File: src/rtl/precise_trap_ctl.sv
module precise_trap_ctl #(
  parameter int PC_W = 32,
  parameter int INSN_BYTES = 4,
  parameter logic [PC_W-1:0] TRAP_VEC = PC_W'(32'h80)
) (
  input  logic            clk,
  input  logic            rst_n,
  input  logic            f_valid,
  input  logic [PC_W-1:0] f_pc,
  input  logic [2:0]      f_exc,
  input  logic [1:0]      d_exc,
  input  logic            d_slot,
  input  logic            x_exc,
  input  logic [2:0]      m_exc,
  output logic            trap_o,
  output logic [4:0]      squash_o,
  output logic            redir_valid_o,
  output logic [PC_W-1:0] redir_pc_o,
  output logic            mem_ok_o,
  output logic            wb_ok_o,
  output logic [PC_W-1:0] iar_o,
  output logic [3:0]      cause_o,
  output logic            bd_o
);
  localparam int NST = 4;
  localparam int CW = 4;
  localparam int WB = NST;
  localparam int MS = NST - 1;

  logic [NST:1]    rv, rx, rs;
  logic [CW-1:0]   rc [NST:1];
  logic [PC_W-1:0] rp [NST:1];
  logic [CW-1:0]   code [0:NST-1];
  logic            trap;

  assign code[0] = f_exc[0] ? 4'd1 : f_exc[1] ? 4'd2 : f_exc[2] ? 4'd3 : 4'd0;
  assign code[1] = d_exc[0] ? 4'd4 : d_exc[1] ? 4'd5 : 4'd0;
  assign code[2] = x_exc ? 4'd6 : 4'd0;
  assign code[3] = m_exc[0] ? 4'd8 : m_exc[1] ? 4'd9 : m_exc[2] ? 4'd10 : 4'd0;

  assign trap          = rv[WB] & rx[WB];
  assign trap_o        = trap;
  assign squash_o      = {5{trap}};
  assign redir_valid_o = trap;
  assign redir_pc_o    = TRAP_VEC;
  assign mem_ok_o      = rv[MS] & ~rx[MS] & (code[MS] == '0) & ~trap;
  assign wb_ok_o       = rv[WB] & ~rx[WB];

  always_ff @(posedge clk) begin
    if (!rst_n || trap) begin
      rv <= '0;
      rx <= '0;
      rs <= '0;
      for (int k = 1; k <= NST; k++) begin
        rc[k] <= '0;
        rp[k] <= '0;
      end
    end else begin
      rv[1] <= f_valid;
      rx[1] <= f_valid & (code[0] != '0);
      rc[1] <= f_valid ? code[0] : '0;
      rp[1] <= f_pc;
      rs[1] <= 1'b0;
      for (int k = 2; k <= NST; k++) begin
        rv[k] <= rv[k-1];
        rp[k] <= rp[k-1];
        rs[k] <= rs[k-1] | ((k == 2) && d_slot && rv[1]);
        if (rv[k-1] && !rx[k-1] && code[k-1] != '0) begin
          rx[k] <= 1'b1;
          rc[k] <= code[k-1];
        end else begin
          rx[k] <= rx[k-1];
          rc[k] <= rc[k-1];
        end
      end
    end
  end

  always_ff @(posedge clk) begin
    if (!rst_n) begin
      iar_o   <= '0;
      cause_o <= '0;
      bd_o    <= 1'b0;
    end else if (trap) begin
      iar_o   <= rs[WB] ? rp[WB] - PC_W'(INSN_BYTES) : rp[WB];
      cause_o <= rc[WB];
      bd_o    <= rs[WB];
    end
  end


  trap_has_cause_chk: assert property (@(posedge clk) disable iff (!rst_n)
    trap |-> rc[WB] != '0);


  flush_all_chk: assert property (@(posedge clk) disable iff (!rst_n)
    trap |=> rv == '0);


  iar_hold_chk: assert property (@(posedge clk) disable iff (!rst_n)
    !trap |=> $stable(iar_o) && $stable(cause_o) && $stable(bd_o));


  slot_bit_chk: assert property (@(posedge clk) disable iff (!rst_n)
    trap |=> bd_o == $past(rs[WB]));


  first_cause_chk: assert property (@(posedge clk) disable iff (!rst_n)
    (rv[2] && rx[2] && !trap) |=> (rx[3] && rc[3] == $past(rc[2])));


  commit_block_chk: assert property (@(posedge clk) disable iff (!rst_n)
    trap |-> !mem_ok_o && !wb_ok_o);
endmodule

File: config.mk
export PLATFORM = sky130hd
export DESIGN_NAME = precise_trap_ctl
export DESIGN_NICKNAME = d
export VERILOG_FILES = /design/src/rtl/precise_trap_ctl.sv
export SDC_FILE = /design/constraint.sdc
export NUM_CORES = 1
export LEC_CHECK = 0
export BUFFER_PORTS_ARGS = -buffer_cell sky130_fd_sc_hd__buf_2
export CAP_MARGIN = 20
export CORE_UTILIZATION = 58
export CTS_CLUSTER_DIAMETER = 40
export DETAILED_ROUTE_END_ITERATION = 6
export PLACE_DENSITY = 0.83
export SYNTH_ARGS = -nofsm -noshare
export SYNTH_HDL_FRONTEND = slang
export SYNTH_SLANG_ARGS = --single-unit
File: constraint.sdc
create_clock -name clk -period 5.9 [get_ports clk]
set_input_delay 1.18 -clock clk [delete_from_list [all_inputs] [get_ports clk]]
set_output_delay 1.18 -clock clk [all_outputs]
set_load 0.1 [all_outputs]
==> qor.yml <==
hold_path:
  hold_path.class: "register to register"
clock_network:
  h-tree-depth: 4
  cts_buffer_depth: 2
  cts.clk_slew.worst_paths_ns: 0.06
  cts_resized: 0
  clk_latency_ns: 0.53
  cts_tree: "yes"
  clock-sinks: 188
  root_buffer: "clkbuf_8"
  cts_hold_buf: 0
  postCtsSetupBuffers: 0
  numCtsBuffers: 17
timing:
  tightestPinTransition_ns: 1.05
  maxSlewHeadroom_pct: 30.1
  fmax_mhz: 245
  finalMaxSlewViolations: 0
  rsz0062_at_grt: "no"
  final_hold_viol_count: 0
  setup_tns_ns: 0
  min_period_ns: 4.08
  period_share_pct: 69.2
  fin_skew_ns: 0.00440
  setup_ws_ns: 1.82
  finalSetupViolCount: 0
worst_setup_path:
  crit_type: "register to output pin"
  worstPathArrival_ns: 2.90
  worstPathRequired_ns: 4.72
  crit_path_end_kind: "output pin"
  crit_fanout: 143
  start_kind: "register"
place:
  place_inst: 808
  place_ws_ns: 2.29
  placed_area_um2: 6730
  io_buffer_count: 90
  detailed_place_hpwl_um: 6500
  gp_congestion: 0.859
global_route:
  grt_pass1_vias: 3646
  grt_max_degree: 157
  grt_usage_pct: 19.2
  grt_antenna_before_repair: 0
  grt.overflow.total: 0
  grt_pass1_wl_um: 17000
logic_synthesis:
  synth-edff-count: 10
  synthMuxAreaShare_pct: 0
  synth-simple-area-share_pct: 21.9
  syn_avg_cell_area_um2: 10.4
  synth_warnings: 0
  ys.flop_type: "dfxtp_1"
  synth_compound_area_share_pct: 6.22
  syn_inst: 619
  ys_types: 38
  netlist_area_um2: 6420
  ys_async_sr_fraction_pct: 0
  synth_xor_xnor_area_share_pct: 3.41
  ys_seq_elements: 188
  synth_top_family_by_area: "simple AND/OR/NAND/NOR gates"
  synth_adder_area_share_pct: 0.195
  ys_seq_area_share_pct: 60.2
layout:
  area_growth_pct: 13.7
  fillers: 808
  antenna_cells: 0
  layout_commonest_cell: "dfxtp_1"
  fin_cells: 839
  multi_input_area_um2: 2200
  fin_area_um2: 7290
  layout_common_cells: "178 x dfxtp_1, 135 x and3_1, 89 x buf_2, 42 x conb_1, 35 x a21oi_1"
  seq_area_um2: 3860
  design.final.nets: 733
  layout-drive-gt1-share_pct: 18.3
routing:
  vias: 4178
  avgViaCountPerCell: 4.98
  avgRoutedWirePerCell_um: 12.8
  drtIter0Drc: 311
  drc_errors: 0
  antenna_left: 0
  wl_um: 10800
  dr.pass1.iters: 5
floorplan:
  core_area_um2: 10800
  row_count: 38
  chipHeight_um: 107
  pin_count: 123
  initial_core_util_pct: 59.5
  die_w_um: 107
  dieArea_um2: 11500
job:
  drv_cap: 0
outcome:
  status: "complete, no violations"
power:
  powerDensity_nw_per_um2: 352
  irDropWorstVdd_v: 0.000237
  cellLeakagePower_nw: 3.55
  p_total_mw: 2.57
==> worst paths after layout <==
path                    from     endpoint  slack [ns]  cells past startpoint
setup reg to reg  rp[0][131]    iar_o[28]        3.52                      7
hold / removal     rp[0][97]   rp[0][129]        0.46                      1
hold reg to reg    rp[0][97]   rp[0][129]        0.46                      1
setup / recovery       rx[4]  squash_o[0]        1.82                      4
==> layer usage <==
layer,vias up,routed length [um],GRT usage (%)
li1,2186,-,-
met1,1831,5070,24.7
met2,135,4860,29.3
met3,26,560,5.71
met4,0,278,9.69
met5,-,0,0
==> synthesized netlist by cell type (all sizes together), types with 8 or more instances <==
cell type	count	area, um2
a21oi	35	175
nor2	30	113
or3	8	50.1
buf	42	330
nand2	24	90.1
nor4	8	71.3
nor3	12	60.1
edfxtp	10	300
o21ai	26	130
dfxtp	178	3560
and3	135	845
xnor2	19	166
clkbuf	40	150
==> flip-flops by register name (all words and copies together) (netlist names) <==
signal	count
bd_o	1
iar_o	32
rp	128
rc	12
rs	3
rv	4
rx	4
cause_o	4
==> layout make-up <==
type,instances,share of cell area (%)
Sequential cell,188,53.0
Multi-Input combinational cell,381,30.2
Timing Repair Buffer,91,6.31
Clock buffer,21,6.30
Tap cell,140,2.40
Clock inverter,10,1.44
Inverter,8,0.412
==> metrics by stage <==
step                      hold WS, ns  utilization, %
final                           0.456            67.6
after global routing            0.471            67.6
after CTS                       0.459            67.6
after detailed placement        0.444            62.4
after global placement          0.434            62.4
after floorplan                 0.417               -
==> worst max-delay path, cell delays in order (launching register included) <==
cell and delay (ns):
dfxtp_1 0.38, nand2_4 0.56, inv_2 0.36, buf_4 0.51
buf_2 0.53
==> power by group <==
group | total, mW | switching, mW | leakage (nW) | internal, mW
registers | 1.33 | 0.0127 | 1.56 | 1.32
logic | 0.179 | 0.140 | 1.71 | 0.0393
clock network | 1.06 | 0.458 | 0.280 | 0.600
total | 2.57 | 0.610 | 3.55 | 1.96
==> kinds of logic after synthesis <==
group,count (synthesis)
AND/OR/NAND/NOR,240
flip-flops,188
buffers and inverters,90
AO/OA/AOI/OAI,73
XOR/XNOR,25
other,2
adder cells (fa/ha/maj),1
(Power assumes the default switching activity.)
